<file path="config.mk">
export PLATFORM = sky130hd
export DESIGN_NAME = rx_frame_gate
export DESIGN_NICKNAME = d
export VERILOG_FILES = /design/src/rtl/rxg_pkg.sv /design/src/rtl/rxg_crc.sv /design/src/rtl/rxg_strip.sv /design/src/rtl/rxg_judge.sv /design/src/rtl/rx_frame_gate.sv
export SDC_FILE = /design/constraint.sdc
export NUM_CORES = 1
export LEC_CHECK = 0
export BUFFER_PORTS_ARGS = -buffer_cell sky130_fd_sc_hd__buf_4
export CAP_MARGIN = 10
export CORE_ASPECT_RATIO = 1.5
export CORE_UTILIZATION = 61
export CTS_CLUSTER_DIAMETER = 80
export CTS_CLUSTER_SIZE = 12
export DETAILED_ROUTE_END_ITERATION = 8
export PLACE_DENSITY = 0.88
export SLEW_MARGIN = 20
export SYNTH_ARGS = -nofsm -noshare
export SYNTH_HDL_FRONTEND = slang
export SYNTH_SLANG_ARGS = --single-unit
export TNS_END_PERCENT = 30
</file>
<file path="constraint.sdc">
create_clock -name clk -period 6.9 [get_ports clk]
set_input_delay 0.69 -clock clk [delete_from_list [all_inputs] [get_ports clk]]
set_output_delay 0.69 -clock clk [all_outputs]
set_load 0.02 [all_outputs]
</file>
<file path="src/rtl/rxg_pkg.sv">
package rxg_pkg;
  typedef enum logic [1:0] {ST_IDLE, ST_FILL, ST_FRAME} rxg_state_e;

  localparam logic [31:0] CRC_POLY_REFL = 32'hEDB88320;
  localparam logic [31:0] CRC_SEED      = 32'hFFFFFFFF;
  localparam logic [31:0] CRC_GOOD_RES  = 32'hDEBB20E3;
  localparam int          HDR_BYTES     = 14;
  localparam int          FCS_BYTES     = 4;
  localparam int          MIN_FRAME     = HDR_BYTES + FCS_BYTES;
  localparam logic [15:0] TYPE_FLOOR    = 16'h0600;

  function automatic logic [31:0] crc_step(input logic [31:0] c, input logic [7:0] b);
    logic [31:0] r;
    r = c ^ {24'd0, b};
    for (int i = 0; i < 8; i++) begin
      r = r[0] ? ((r >> 1) ^ CRC_POLY_REFL) : (r >> 1);
    end
    return r;
  endfunction
endpackage

</file>
<file path="src/rtl/rxg_crc.sv">
module rxg_crc
  import rxg_pkg::*;
(
  input  logic        clk,
  input  logic        rst_n,
  input  logic        start,
  input  logic        en,
  input  logic [7:0]  data,
  output logic [31:0] crc_nxt
);
  logic [31:0] crc_q;

  assign crc_nxt = crc_step(crc_q, data);

  always_ff @(posedge clk) begin
    if (!rst_n || start) crc_q <= CRC_SEED;
    else if (en)         crc_q <= crc_nxt;
  end
endmodule

</file>
<file path="src/rtl/rxg_strip.sv">
module rxg_strip #(
  parameter int DEPTH = 4,
  parameter int W     = 8
) (
  input  logic         clk,
  input  logic         rst_n,
  input  logic         clear,
  input  logic         push,
  input  logic [W-1:0] din,
  output logic         full,
  output logic [W-1:0] dout
);
  localparam int CW = $clog2(DEPTH + 1);

  logic [W-1:0]  line_q [DEPTH];
  logic [CW-1:0] fill_q;

  assign full = (fill_q == CW'(DEPTH));
  assign dout = line_q[DEPTH-1];

  always_ff @(posedge clk) begin
    if (!rst_n || clear) begin
      fill_q <= '0;
    end else if (push && !full) begin
      fill_q <= fill_q + 1'b1;
    end
  end

  always_ff @(posedge clk) begin
    if (push) begin
      line_q[0] <= din;
      for (int i = 1; i < DEPTH; i++) line_q[i] <= line_q[i-1];
    end
  end
endmodule

</file>
<file path="src/rtl/rxg_judge.sv">
module rxg_judge
  import rxg_pkg::*;
#(
  parameter int CNT_W = 16,
  parameter int ERR_W = 16
) (
  input  logic             clk,
  input  logic             rst_n,
  input  logic             byte_en,
  input  logic [CNT_W-1:0] byte_idx,
  input  logic [7:0]       data,
  input  logic             fin,
  input  logic [31:0]      crc_nxt,
  input  logic [CNT_W-1:0] out_total,
  input  logic             len_chk,
  input  logic             fcs_ign,
  input  logic             err_clr,
  output logic             done,
  output logic             accept,
  output logic [CNT_W-1:0] count,
  output logic [ERR_W-1:0] err_cnt
);
  logic [15:0]      fld_q;
  logic [CNT_W-1:0] len_q;
  logic [CNT_W-1:0] flen;
  logic [31:0]      meas;
  logic             runt, crc_ok, len_bad, verdict, bump;

  assign flen    = byte_idx + 1'b1;
  assign runt    = 32'(flen) < 32'(MIN_FRAME);
  assign meas    = 32'(flen) - 32'(MIN_FRAME);
  assign crc_ok  = (crc_nxt == CRC_GOOD_RES);
  assign len_bad = len_chk && (fld_q < TYPE_FLOOR) && (meas < 32'(fld_q));
  assign verdict = !runt && (crc_ok || fcs_ign) && !len_bad;
  assign bump    = fin && !runt && !crc_ok && !fcs_ign && (err_cnt != '1);

  always_ff @(posedge clk) begin
    if (byte_en && byte_idx == CNT_W'(HDR_BYTES - 2)) fld_q[15:8] <= data;
    if (byte_en && byte_idx == CNT_W'(HDR_BYTES - 1)) fld_q[7:0]  <= data;
  end

  always_ff @(posedge clk) begin
    if (!rst_n) begin
      done   <= 1'b0;
      accept <= 1'b0;
      count  <= '0;
      len_q  <= '0;
    end else begin
      done <= fin;
      if (fin) begin
        accept <= verdict;
        count  <= out_total;
        len_q  <= flen;
      end
    end
  end

  always_ff @(posedge clk) begin
    if (!rst_n || err_clr) err_cnt <= '0;
    else if (bump)         err_cnt <= err_cnt + 1'b1;
  end

  p_pulse_once_r8: assert property (@(posedge clk) disable iff (!rst_n)
    done |=> !done);
  p_runt_reject_r9: assert property (@(posedge clk) disable iff (!rst_n)
    (done && accept) |-> (32'(len_q) >= 32'(MIN_FRAME)));
  p_err_step_r2: assert property (@(posedge clk) disable iff (!rst_n)
    !err_clr |=> (err_cnt == $past(err_cnt)) || (err_cnt == $past(err_cnt) + 1'b1));
  p_err_sat_r2: assert property (@(posedge clk) disable iff (!rst_n)
    (err_cnt == '1 && !err_clr) |=> (err_cnt == '1));
  p_ign_no_count_r3: assert property (@(posedge clk) disable iff (!rst_n)
    (fin && fcs_ign && !err_clr) |=> (err_cnt == $past(err_cnt)));
endmodule

</file>
<file path="src/rtl/rx_frame_gate.sv">
module rx_frame_gate
  import rxg_pkg::*;
#(
  parameter int CNT_W = 16,
  parameter int ERR_W = 16
) (
  input  logic             clk,
  input  logic             rst_n,
  input  logic             cfg_len_chk,
  input  logic             cfg_fcs_strip,
  input  logic             cfg_fcs_ign,
  input  logic [1:0]       cfg_offset,
  input  logic             err_clr,
  input  logic             in_valid,
  output logic             in_ready,
  input  logic [7:0]       in_data,
  input  logic             in_sof,
  input  logic             in_eof,
  output logic             out_valid,
  input  logic             out_ready,
  output logic [7:0]       out_data,
  output logic             vd_done,
  output logic             vd_accept,
  output logic [CNT_W-1:0] vd_count,
  output logic [ERR_W-1:0] fcs_err_cnt
);
  rxg_state_e       state_q;
  logic [1:0]       fill_q;
  logic             lchk_q, strip_q, ign_q;
  logic [CNT_W-1:0] bcnt_q, ocnt_q;
  logic             start, fire_in, fire_out, emit, fin;
  logic             dly_full;
  logic [7:0]       dly_out;
  logic [31:0]      crc_nxt;

  assign start    = (state_q == ST_IDLE) && in_valid && in_sof;
  assign emit     = !strip_q || dly_full;
  assign fire_in  = in_valid && in_ready;
  assign fire_out = out_valid && out_ready;
  assign fin      = (state_q == ST_FRAME) && fire_in && in_eof;

  always_comb begin
    in_ready  = 1'b0;
    out_valid = 1'b0;
    out_data  = 8'h00;
    case (state_q)
      ST_IDLE:  in_ready = !in_sof;
      ST_FILL:  out_valid = 1'b1;
      ST_FRAME: begin
        in_ready  = emit ? out_ready : 1'b1;
        out_valid = in_valid && emit;
        out_data  = strip_q ? dly_out : in_data;
      end
      default: ;
    endcase
  end

  always_ff @(posedge clk) begin
    if (!rst_n) begin
      state_q <= ST_IDLE;
      fill_q  <= '0;
      lchk_q  <= 1'b0;
      strip_q <= 1'b0;
      ign_q   <= 1'b0;
      bcnt_q  <= '0;
      ocnt_q  <= '0;
    end else begin
      case (state_q)
        ST_IDLE: if (start) begin
          lchk_q  <= cfg_len_chk;
          strip_q <= cfg_fcs_strip;
          ign_q   <= cfg_fcs_ign;
          fill_q  <= cfg_offset;
          bcnt_q  <= '0;
          ocnt_q  <= '0;
          state_q <= (cfg_offset != 2'd0) ? ST_FILL : ST_FRAME;
        end
        ST_FILL: if (out_ready) begin
          fill_q <= fill_q - 1'b1;
          ocnt_q <= ocnt_q + 1'b1;
          if (fill_q == 2'd1) state_q <= ST_FRAME;
        end
        ST_FRAME: begin
          if (fire_in)  bcnt_q <= bcnt_q + 1'b1;
          if (fire_out) ocnt_q <= ocnt_q + 1'b1;
          if (fin)      state_q <= ST_IDLE;
        end
        default: state_q <= ST_IDLE;
      endcase
    end
  end

  rxg_crc u_crc (
    .clk     (clk),
    .rst_n   (rst_n),
    .start   (start),
    .en      ((state_q == ST_FRAME) && fire_in),
    .data    (in_data),
    .crc_nxt (crc_nxt)
  );

  rxg_strip #(.DEPTH(FCS_BYTES), .W(8)) u_strip (
    .clk   (clk),
    .rst_n (rst_n),
    .clear (start),
    .push  ((state_q == ST_FRAME) && fire_in && strip_q),
    .din   (in_data),
    .full  (dly_full),
    .dout  (dly_out)
  );

  rxg_judge #(.CNT_W(CNT_W), .ERR_W(ERR_W)) u_judge (
    .clk       (clk),
    .rst_n     (rst_n),
    .byte_en   ((state_q == ST_FRAME) && fire_in),
    .byte_idx  (bcnt_q),
    .data      (in_data),
    .fin       (fin),
    .crc_nxt   (crc_nxt),
    .out_total (ocnt_q + CNT_W'(fire_out)),
    .len_chk   (lchk_q),
    .fcs_ign   (ign_q),
    .err_clr   (err_clr),
    .done      (vd_done),
    .accept    (vd_accept),
    .count     (vd_count),
    .err_cnt   (fcs_err_cnt)
  );

  p_verdict_after_eof_r8: assert property (@(posedge clk) disable iff (!rst_n)
    fin |=> vd_done);
  p_fill_zero_r7: assert property (@(posedge clk) disable iff (!rst_n)
    (state_q == ST_FILL && out_ready) |=> (state_q != ST_IDLE));
  p_cfg_hold_r10: assert property (@(posedge clk) disable iff (!rst_n)
    (state_q != ST_IDLE) |=> ($stable(strip_q) && $stable(lchk_q) && $stable(ign_q)));
  p_stall_r11: assert property (@(posedge clk) disable iff (!rst_n)
    (state_q == ST_FRAME && in_valid && emit && !out_ready) |=> ($stable(bcnt_q) && $stable(ocnt_q)));
endmodule

</file>
==> run metrics, run 1 <==
via count normalized by instance count=~6; cells resized by post-CTS repair=0; library cells used by synthesis=66; total of warnings raised by yosys=0; pin count of the biggest net entering global routing=62; total number of H-tree levels=4; share of flip-flops with an asynchronous set or reset after synthesis=0; total negative setup slack=0 ps; die area=about 15000 um2; routability-driven placement congestion ratio=just over 0.9; quantity of I/O buffers inserted on ports=between 60 and 70; post-synth net total=979; headroom to the max-slew limit=0.269; VDD IR-drop max=about 0.18 mV; dominant register cell in the synthesized netlist=sky130_fd_sc_hd__dfxtp_1; total vias in the final route=7018; fraction of the yosys area taken by sequential cells=0.407; Syn-to-layout area delta=12.9%; Worst-Margin Slew=about 1100 ps; total area of multi-input combinational cells=just under 5000 um2; Sequential Area=roughly 3600 um2; vertical extent of the die=around 150 um; first-pass detailed-route iteration total=5; power density relative to cell area=roughly 280 nW/um2; # setup viols final=0; Max stage delay cell, worst path=sky130_fd_sc_hd__nor3_2; nets=~1000; Detailed Route Iter0 Violations=roughly 370; GR Overflow Total=0; mapped cell area=8850 um2; global-route met2 utilization=0.513; clock-pin slew on the worst setup and hold paths=approximately 70 ps; Remaining DRCs=0; count leader, synth=sky130_fd_sc_hd__nand2_1; antenna violations before repair=0; post-CTS setup buffer count=0; width of the die=about 100 um; global-route wire length before repair=approximately 32000 um; met3 Use GR=0.0467; Rows=between 50 and 60; global routing met1 resource utilization=0.285; type of the setup path with the least slack=register to register; DPL Wire Length=around 14000 um; average wire length per cell after detail routing=17.2 um; Critical Path RT=slightly above 7000 ps; Critical Path, Cell by Cell=ha_1 > inv_1 > nor3_2 > mux2_2 > o21ai_0 > nand3_1 > xor2_1 > ha_1 > a22oi_1 > nand3_1 > a31oi_1 > o221ai_1 > nand3b_1 > a21boi_0; launching element type of the critical path=register; WP data arrival=roughly 4400 ps; root buffer cell=sky130_fd_sc_hd__clkbuf_16; Layout fillers=approximately 1000; Post-Route WL=just over 20000 um; post-layout power=~0.0028 W; number of sinks on the clock net=156; flip-flop and latch count after synthesis=156; Final Critical Period=4040 ps; Num CTS Buffers=17; Clock Skew=between 9 and 10 ps; status=completed; Synth top area share=0.244; type of the worst min-delay path=register to register; Mapped Cells=between 900 and 1000; ANT nets after route=0; number of cells in the finished layout apart from fillers=1172; via count of the first global-routing pass=slightly below 7000; count of endpoints failing hold in the final timing report=0; share of cells above drive strength 1=0.127; total I/O pin count=64; Fmax achieved=0.248 GHz; number of buffers inserted by hold repair at cts=0; cell total after placement=between 1000 and 1500; area of the core=about 14000 um2; most frequent cells after synthesis=sky130_fd_sc_hd__nand2_1, sky130_fd_sc_hd__dfxtp_1, sky130_fd_sc_hd__xnor2_1; type of element capturing the critical path=register; effective utilization at floorplan=0.629; unrepaired setup endpoints after global routing=false; Clock Latency Late Sink=around 430 ps; worst-path maximum fanout=10; CP peak stage delay=between 500 and 600 ps; standby leakage power=4.14 nW; pins over their slew limit=0; per-instance average area after synthesis=between 9 and 10 um2; count of flip-flops with a built-in enable after synthesis=between 40 and 50; global-route layer with the greatest usage=met2; TritonCTS clock tree=done; overall fraction of global-route tracks in use=0.277; main area contributors after synthesis=sky130_fd_sc_hd__dfxtp_1, sky130_fd_sc_hd__edfxtp_1, sky130_fd_sc_hd__xnor2_1; post-synthesis cell type with the largest combined area=sky130_fd_sc_hd__dfxtp_1; max capacitance violation total=0; period utilisation layout=0.585; setup slack of the worst register-to-register path=roughly 2900 ps; total inserted antenna cells=0; Max Buffers Root-to-Sink=2
critical path: cells and delay by family (launching register included):
kind,cells,cell delay (ps)
buf+inv,1,120
compound gates,5,970
fa+ha+maj,2,820
xor+xnor,1,180
simple gates,4,930
mux,1,400
flops,1,510
state kept, by name, summed over array words and instances (netlist names), 2 cells and up:
register	flops
u_strip.line_q	32
u_crc.crc_q	32
u_judge.count	16
u_judge.err_cnt	16
u_strip.fill_q	3
state_q	2
fill_q	2
bcnt_q	16
u_judge.fld_q	16
ocnt_q	16
cell type report:
class | count | area share
Clock inverter | 14 | 0.0148
Timing Repair Buffer | 69 | 0.0518
Multi-Input combinational cell | 686 | 0.492
Clock buffer | 18 | 0.0430
Inverter | 37 | 0.0139
Tap cell | 192 | 0.0240
Sequential cell | 156 | 0.361
cells by family after synthesis:
kind of cell | share of synthesized area
simple gates | 0.194
compound gates | 0.134
flops | 0.407
xor+xnor | 0.160
buf+inv | 0.0375
fa+ha+maj | 0.0438
mux | 0.0228
layer usage:
layer | up-vias | share of wire
li1 | 3370 | -
met1 | 3347 | 0.37
met2 | 223 | 0.55
met3 | 78 | 0.036
met4 | 0 | 0.051
met5 | - | 0
per-stage QoR:
step	worst slack (ps)	cell area, um2	utilization	hold WS (ps)
after global placement	3150	9420	0.670	400
after CTS	2940	9990	0.711	423
after detailed placement	3090	9420	0.670	405
after floorplan	3490	8850	-	400
final	2860	9990	0.711	422
after global routing	2570	9990	0.711	428
report_power, final:
part / internal [W] / switching (W)
Sequential: 0.000987 / 0.0000472
Clock: 0.000510 / 0.000415
Combinational: 0.000367 / 0.000499
worst paths after layout:
check / startpoint / to / cells after the start
setup / recovery: bcnt_q[0] / u_judge.accept / 14
hold / removal: u_strip.line_q[2][5] / u_strip.line_q[3][5] / 0
setup reg to reg: bcnt_q[0] / u_judge.accept / 14
hold reg to reg: u_strip.line_q[2][5] / u_strip.line_q[3][5] / 0
layout by cell type (no fill, tap or decap), types with 3 or more instances in the layout:
cell type and instances:
sky130_fd_sc_hd__nand2_1 120, sky130_fd_sc_hd__dfxtp_1 108, sky130_fd_sc_hd__buf_4 69, sky130_fd_sc_hd__xnor2_1 58
sky130_fd_sc_hd__edfxtp_1 48, sky130_fd_sc_hd__inv_1 37, sky130_fd_sc_hd__xor2_1 36, sky130_fd_sc_hd__nor2_1 36
sky130_fd_sc_hd__a21oi_1 34, sky130_fd_sc_hd__o211ai_1 34, sky130_fd_sc_hd__nand3_1 33, sky130_fd_sc_hd__ha_1 31
sky130_fd_sc_hd__o21ai_0 29, sky130_fd_sc_hd__or3_1 23, sky130_fd_sc_hd__nor3_1 22, sky130_fd_sc_hd__mux2i_1 19
sky130_fd_sc_hd__nor2b_1 19, sky130_fd_sc_hd__nand4_1 18, sky130_fd_sc_hd__clkbuf_16 17, sky130_fd_sc_hd__o211a_1 15
sky130_fd_sc_hd__and3_1 14, sky130_fd_sc_hd__a21boi_0 14, sky130_fd_sc_hd__xnor3_1 14, sky130_fd_sc_hd__and2_1 12
sky130_fd_sc_hd__xnor2_2 9, sky130_fd_sc_hd__o21a_1 9, sky130_fd_sc_hd__o21ai_1 7, sky130_fd_sc_hd__nand2b_1 6
sky130_fd_sc_hd__nor3b_1 6, sky130_fd_sc_hd__or4_1 6, sky130_fd_sc_hd__nor4_1 5, sky130_fd_sc_hd__a21o_1 5
sky130_fd_sc_hd__inv_6 5, sky130_fd_sc_hd__and4_1 4, sky130_fd_sc_hd__o22ai_1 4, sky130_fd_sc_hd__nand3b_1 4
sky130_fd_sc_hd__or2_2 3, sky130_fd_sc_hd__inv_8 3, sky130_fd_sc_hd__clkinvlp_4 3
No activity file was read; power rests on OpenSTA's default activity.
==> run 2, diff against run 1 <==
Settings changed: CORE_UTILIZATION 61 to 55, PLACE_DENSITY 0.88 to 0.84.
Clock period 6.9 ns to 3.4 ns, I/O delays scaled along.
==> run metrics, run 2 (same netlist as run 1, synthesis figures left out) <==
global-route wire length before repair=32600 um (+1.1%); Remaining DRCs=0 (unchanged); Fmax achieved=0.304 GHz (+23%); type of element capturing the critical path=register; effective utilization at floorplan=0.564 (-0.0656); number of buffers inserted by hold repair at cts=0 (unchanged); CP peak stage delay=390 ps (-180 ps); area of all placed cells without fillers=10300 um2 (+3.6%); top flop regs=u_crc.crc_q: 32 flops, u_strip.line_q: 32 flops; type of the setup path with the least slack=register to register; Rows=56 (+5.7%); DPL Wire Length=14200 um (+1.2%); launching element type of the critical path=register; Critical Path RT=3710 ps (-3500 ps); width of the die=106 um (+5.2%); worst-path maximum fanout=7 (-3); quantity of I/O buffers inserted on ports=63 (unchanged); via count normalized by instance count=5.83 (-2.6%); total I/O pin count=64 (unchanged); power density relative to cell area=564 nW/um2 (+99%); clock-pin slew on the worst setup and hold paths=70 ps (about the same); Net Switching=0.00203 W (+110%); Sequential Power Share=0.358 (-0.008); Max Buffers Root-to-Sink=2 (unchanged); worst-case hold slack=177 ps (-245 ps); status=completed; vertical extent of the die=157 um (+5.2%); internal power=0.00381 W (+100%); type of the worst min-delay path=primary input to register; Worst-Margin Slew=681 ps (-407 ps); Detailed Route Iter0 Violations=452 (+24%); share of cells above drive strength 1=0.167 (+0.0410); Clock Skew=13.2 ps (+3.46 ps); standby leakage power=4.35 nW (+5.0%); routability-driven placement congestion ratio=0.939 (+1.9%); max capacitance violation total=0 (unchanged); total vias in the final route=7103 (+1.2%); via count of the first global-routing pass=6687 (-2.1%); Num CTS Buffers=17 (unchanged); nets=1053 (+3.4%); total inserted antenna cells=0 (unchanged); die area=16600 um2 (+11%); number of sinks on the clock net=156 (unchanged); Net Sw Frac=0.348 (+0.00735); root buffer cell=sky130_fd_sc_hd__clkbuf_16; pins over their slew limit=0 (unchanged); area of the core=15700 um2 (+12%); VDD IR-drop max=0.415 mV (+130%); Final Critical Period=3290 ps (-746 ps); count of endpoints failing hold in the final timing report=0 (unchanged); Logic pwr share=0.318 (+0.012); Critical Path, Cell by Cell=inv_1 > ha_4 > inv_1 > ha_1 > a21oi_2 > buf_4 > xor2_1 > ha_1 > a21o_1 > a211oi_1 > o21ai_0 > a221oi_2 > o221ai_1 > nand3b_1 > a21boi_0; pin count of the biggest net entering global routing=61 (-1.6%); # setup viols final=0 (unchanged); antenna violations before repair=0 (unchanged); TritonCTS clock tree=done; Layout fillers=1184 (+14%); Post-Route WL=20500 um (+1.7%); Max stage delay cell, worst path=sky130_fd_sc_hd__dfxtp_4; most frequent cells in the layout=sky130_fd_sc_hd__nand2_1, sky130_fd_sc_hd__dfxtp_1, sky130_fd_sc_hd__buf_4, sky130_fd_sc_hd__xnor2_1, sky130_fd_sc_hd__edfxtp_1; first-pass detailed-route iteration total=5 (unchanged); Clock Latency Late Sink=430 ps (about the same); GR Overflow Total=0 (unchanged); total negative setup slack=0 ps (unchanged); Clock power frac=0.324 (-0.003); total number of H-tree levels=4 (unchanged); overall fraction of global-route tracks in use=0.251 (-0.0263); WP data arrival=3600 ps (-750 ps); ANT nets after route=0 (unchanged); post-detailed-placement cell area=9680 um2 (+2.8%); Syn-to-layout area delta=16.9%; setup slack of the worst register-to-register path=110 ps (-2750 ps); average wire length per cell after detail routing=16.9 um (-2.2%); commonest non-fill, non-tap cell in the layout=sky130_fd_sc_hd__nand2_1; headroom to the max-slew limit=0.543 (+0.274); period utilisation layout=0.968 (+0.383)
==> run 2: path summary, 6_finish.rpt <==
check        cells past startpoint                 start                    to
min reg2reg                      0  u_strip.line_q[0][4]  u_strip.line_q[1][4]
max                             15             bcnt_q[1]        u_judge.accept
max reg2reg                     15             bcnt_q[1]        u_judge.accept
min                              3         cfg_fcs_strip               strip_q
==> run 2: final cells by class <==
type	instances	area (um2)	area share
well taps	203	254	0.0245
flip-flops and latches	156	3610	0.349
clock buffers	17	425	0.0411
inverters	37	139	0.0134
clock inverters	15	175	0.0169
repair buffers	104	781	0.0754
multi-input cells	686	4960	0.479
==> run 2: metal layers <==
| metal | routed length, um | vias up | GRT usage |
|---|---|---|---|
| li1 | - | 3440 | - |
| met1 | 7880 | 3378 | 0.268 |
| met2 | 10600 | 212 | 0.449 |
| met3 | 906 | 73 | 0.0588 |
| met4 | 1130 | 0 | 0.147 |
| met5 | 0 | - | 0 |
==> run 2: power by group through the flow <==
stage	logic, W	clock network [W]	registers, W
floorplan	0.00131	0	0.00213
global placement	0.00178	0	0.00212
detailed placement	0.00182	0	0.00213
CTS	0.00185	0.00192	0.00208
global route	0.00200	0.00200	0.00210
finish	0.00186	0.00189	0.00209
==> run 2: critical path: cells and delay by family (launching register included) <==
kind / cells / cell delay (ps)
buffers and inverters: 3 / 300
adder cells (fa/ha/maj): 3 / 830
XOR/XNOR: 1 / 190
flip-flops: 1 / 390
AND/OR/NAND/NOR: 1 / 90
AO/OA/AOI/OAI: 7 / 1390
==> run 2: metrics by stage <==
step	instances	worst slack (ps)	util	total power, W
2_1_floorplan	928	61.4	-	0.00343
3_3_place_gp	1184	115	0.617	0.00390
3_5_place_dp	1184	15.1	0.617	0.00394
4_1_cts	1216	5.90	0.656	0.00585
5_1_grt	1218	-32.7	0.659	0.00610
6_report	1218	110	0.659	0.00583
==> run 2: repair_timing <==
| action | 4_1_cts | 5_1_grt |
|---|---|---|
| pin swaps | 0 | 1 |
| setup buffers | 0 | 2 |
| gates resized for setup | 3 | 11 |
| endpoints found under the setup margin | 1 | 1 |
==> run 3, diff against run 2 <==
Settings changed: ABC_AREA from default to 1.
==> run metrics, run 3 <==
Syn-to-layout area delta=14.2%; width of the die=107 um (+1.3%); WP data arrival=3420 ps (-180 ps); Mapped Cells=1264 (+36%); global-route wire length before repair=38400 um (+18%); worst-path maximum fanout=6 (-1); Max Buffers Root-to-Sink=2 (unchanged); via count of the first global-routing pass=8188 (+22%); DPL Wire Length=16900 um (+19%); Setup crit start=bcnt_q[4]; Sequential Power Share=0.395 (+0.037); flip-flop and latch count after synthesis=156 (unchanged); count leader, synth=sky130_fd_sc_hd__nand2_1; # setup viols final=0 (unchanged); type of element capturing the critical path=register; CP peak stage delay=400 ps (about the same); Max stage delay cell, worst path=sky130_fd_sc_hd__dfxtp_1; type of the worst min-delay path=primary input to register; top flop regs=u_crc.crc_q: 32 flops, u_strip.line_q: 32 flops; effective utilization at floorplan=0.561 (-0.00292); Net Switching=0.00170 W (-16%); first-pass detailed-route iteration total=5 (unchanged); max capacitance violation total=0 (unchanged); Crit Reg-Reg Startpoint=bcnt_q[4]; most frequent cells after synthesis=sky130_fd_sc_hd__nand2_1, sky130_fd_sc_hd__inv_1, sky130_fd_sc_hd__dfxtp_1; share of flip-flops with an asynchronous set or reset after synthesis=0 (unchanged); average wire length per cell after detail routing=15.3 um (-9.4%); number of cells in the finished layout apart from fillers=1547 (+27%); die area=17000 um2 (+2.6%); Critical Path RT=3700 ps (about the same); standby leakage power=4.75 nW (+9.3%); Remaining DRCs=0 (unchanged); fraction of the yosys area taken by sequential cells=0.397 (-0.0104); post-layout power=0.00513 W (-12%); startpoint of the tightest hold check path=in_data[0]; post-synthesis cell type with the largest combined area=sky130_fd_sc_hd__dfxtp_1; commonest non-fill, non-tap cell in the layout=sky130_fd_sc_hd__nand2_1; total I/O pin count=64 (unchanged); overall fraction of global-route tracks in use=0.286 (+0.0355); main area contributors after synthesis=sky130_fd_sc_hd__dfxtp_1, sky130_fd_sc_hd__nand2_1, sky130_fd_sc_hd__edfxtp_1; Critical Path Most Common Cell=sky130_fd_sc_hd__nand2_1; ANT nets after route=0 (unchanged); VDD IR-drop max=0.333 mV (-20%); Clock Skew=10.1 ps (-3.09 ps); minimum setup slack in the final design=280 ps (+171 ps); power density relative to cell area=495 nW/um2 (-12%); status=completed; total number of H-tree levels=4 (unchanged); post-placement setup slack=157 ps (+142 ps); headroom to the max-slew limit=0.383 (-0.160); library cells used by synthesis=51 (-23%); Worst-Margin Slew=926 ps (+244 ps); Rows=57 (+1.8%); total inserted antenna cells=0 (unchanged); count of endpoints failing hold in the final timing report=0 (unchanged); total negative setup slack=0 ps (unchanged); Detailed Route Iter0 Violations=632 (+40%); per-instance average area after synthesis=7.18 um2 (-25%); Clock power frac=0.357 (+0.033); total vias in the final route=8574 (+21%); Critical Path, Cell by Cell=inv_2 > nor3_1 > nand2_1 > xor2_2 > nand2_1 > nor4_4 > nand3_2 > nor3_2 > xor2_1 > ha_1 > nand2_1 > nor2_1 > a211oi_1 > nand4_1 > nand3_1 > a21oi_1; root buffer cell=sky130_fd_sc_hd__clkbuf_16; cell total after placement=1515 (+28%); Final Critical Period=3120 ps (-171 ps); total area of multi-input combinational cells=4800 um2 (-3.3%); routability-driven placement congestion ratio=0.906 (-3.6%); Fmax achieved=0.321 GHz (+5.5%); via count normalized by instance count=5.54 (-5.0%); Bufs and invs on worst path=1 (-2); most frequent cells in the layout=sky130_fd_sc_hd__nand2_1, sky130_fd_sc_hd__inv_1, sky130_fd_sc_hd__dfxtp_1, sky130_fd_sc_hd__a21oi_1, sky130_fd_sc_hd__buf_4; GR Overflow Total=0 (unchanged); count of flip-flops with a built-in enable after synthesis=48 (unchanged); launching element type of the critical path=register; number of sinks on the clock net=156 (unchanged); vertical extent of the die=159 um (+1.3%); mapped cell area=9080 um2 (+2.6%); quantity of I/O buffers inserted on ports=63 (unchanged); Net Sw Frac=0.331 (-0.0162); Post-Route WL=23600 um (+15%); kind of cell with the highest combined delay on the critical path=simple AND/OR/NAND/NOR gates; total of warnings raised by yosys=0 (unchanged); type of the setup path with the least slack=register to register; period utilisation layout=0.918 (-0.0502); post-synth net total=1315 (+34%); Logic pwr share=0.248 (-0.070); number of buffers inserted by hold repair at cts=0 (unchanged); Clock Latency Late Sink=430 ps (about the same); unrepaired setup endpoints after global routing=false; Layout fillers=1361 (+15%); dominant register cell in the synthesized netlist=sky130_fd_sc_hd__dfxtp_1; share of cells above drive strength 1=0.125 (-0.0422); TritonCTS clock tree=done; area of the core=16200 um2 (+3.1%); Num CTS Buffers=17 (unchanged); pin count of the biggest net entering global routing=41 (-33%); clock-pin slew on the worst setup and hold paths=60 ps (about the same); internal power=0.00343 W (-9.9%); Synth top area share=0.238 (-0.00623); antenna violations before repair=0 (unchanged); nets=1380 (+31%); Finished Core Util=0.641 (-0.0188); Sequential Area=3600 um2 (-0.28%); pins over their slew limit=0 (unchanged)
[run 3: cell types whose count changed after synthesis, sizes merged, moves of 19 or more]
cell    delta
nor2b     -19
a21oi     +73
o21ai     +24
nor2      +30
or3       -23
mux2i     -19
clkbuf    -24
xnor2     -63
nand2    +331
nand3     +43
inv      +112
o211ai    -24
[run 3: final timing paths]
path | end | slack [ps] | cells past startpoint
max | u_judge.accept | 280 | 16
min | u_judge.fld_q[8] | 160 | 1
max reg2reg | u_judge.accept | 280 | 16
min reg2reg | u_strip.line_q[2][4] | 420 | 0
[run 3: kinds of logic (layout without fill, tap and decap cells)]
kind of cell    Yosys count  in the layout  share of synthesized area
fa+ha+maj                31             31                     0.0427
xor+xnor                 47             47                     0.0490
compound gates          192            192                      0.117
simple gates            655            655                      0.315
buf+inv                 183            260                     0.0798
flops                   156            156                      0.397
[run 3: final cells by class]
type                            count  area share
Clock buffer                       20      0.0421
Clock inverter                     11      0.0115
Inverter                          150      0.0543
Multi-Input combinational cell    925       0.463
Sequential cell                   156       0.347
Tap cell                          206      0.0249
Timing Repair Buffer               79      0.0572
[run 3: metal layers]
metal	vias up	wire [um]	global-route usage
met2	308	12400	0.519
met5	-	0	0
met1	3925	8890	0.300
met4	0	1240	0.175
met3	84	1140	0.0512
li1	4257	-	-
[run 3: timing repair]
action | 4_1_cts | 5_1_grt
endpoints found under the setup margin | 0 | 1
gates resized for setup | 0 | 6
setup buffers | 0 | 1
[run 3: power groups by stage]
stage,Combinational (W),Sequential (W),Clock [W]
after global placement,0.00121,0.00206,0
after floorplan,0.000876,0.00206,0
after CTS,0.00125,0.00203,0.00185
final,0.00127,0.00203,0.00183
after detailed placement,0.00123,0.00207,0
after global routing,0.00141,0.00204,0.00192
[run 3: per-stage QoR]
stage          hold slack (ps)  cell area, um2
6_report                   157           10400
5_1_grt                    151           10400
4_1_cts                    152           10300
3_5_place_dp               405            9770
3_3_place_gp               404            9770
2_1_floorplan              400            9080
[run 3: worst register-to-register path: stages, from the launching register on]
cell and delay [ps]:
sky130_fd_sc_hd__dfxtp_1 400, sky130_fd_sc_hd__inv_2 120, sky130_fd_sc_hd__nor3_1 320, sky130_fd_sc_hd__nand2_1 150, sky130_fd_sc_hd__xor2_2 230, sky130_fd_sc_hd__nand2_1 160, sky130_fd_sc_hd__nor4_4 350, sky130_fd_sc_hd__nand3_2 130
sky130_fd_sc_hd__nor3_2 140, sky130_fd_sc_hd__xor2_1 170, sky130_fd_sc_hd__ha_1 240, sky130_fd_sc_hd__nand2_1 90, sky130_fd_sc_hd__nor2_1 50, sky130_fd_sc_hd__a211oi_1 190, sky130_fd_sc_hd__nand4_1 110, sky130_fd_sc_hd__nand3_1 80
sky130_fd_sc_hd__a21oi_1 60
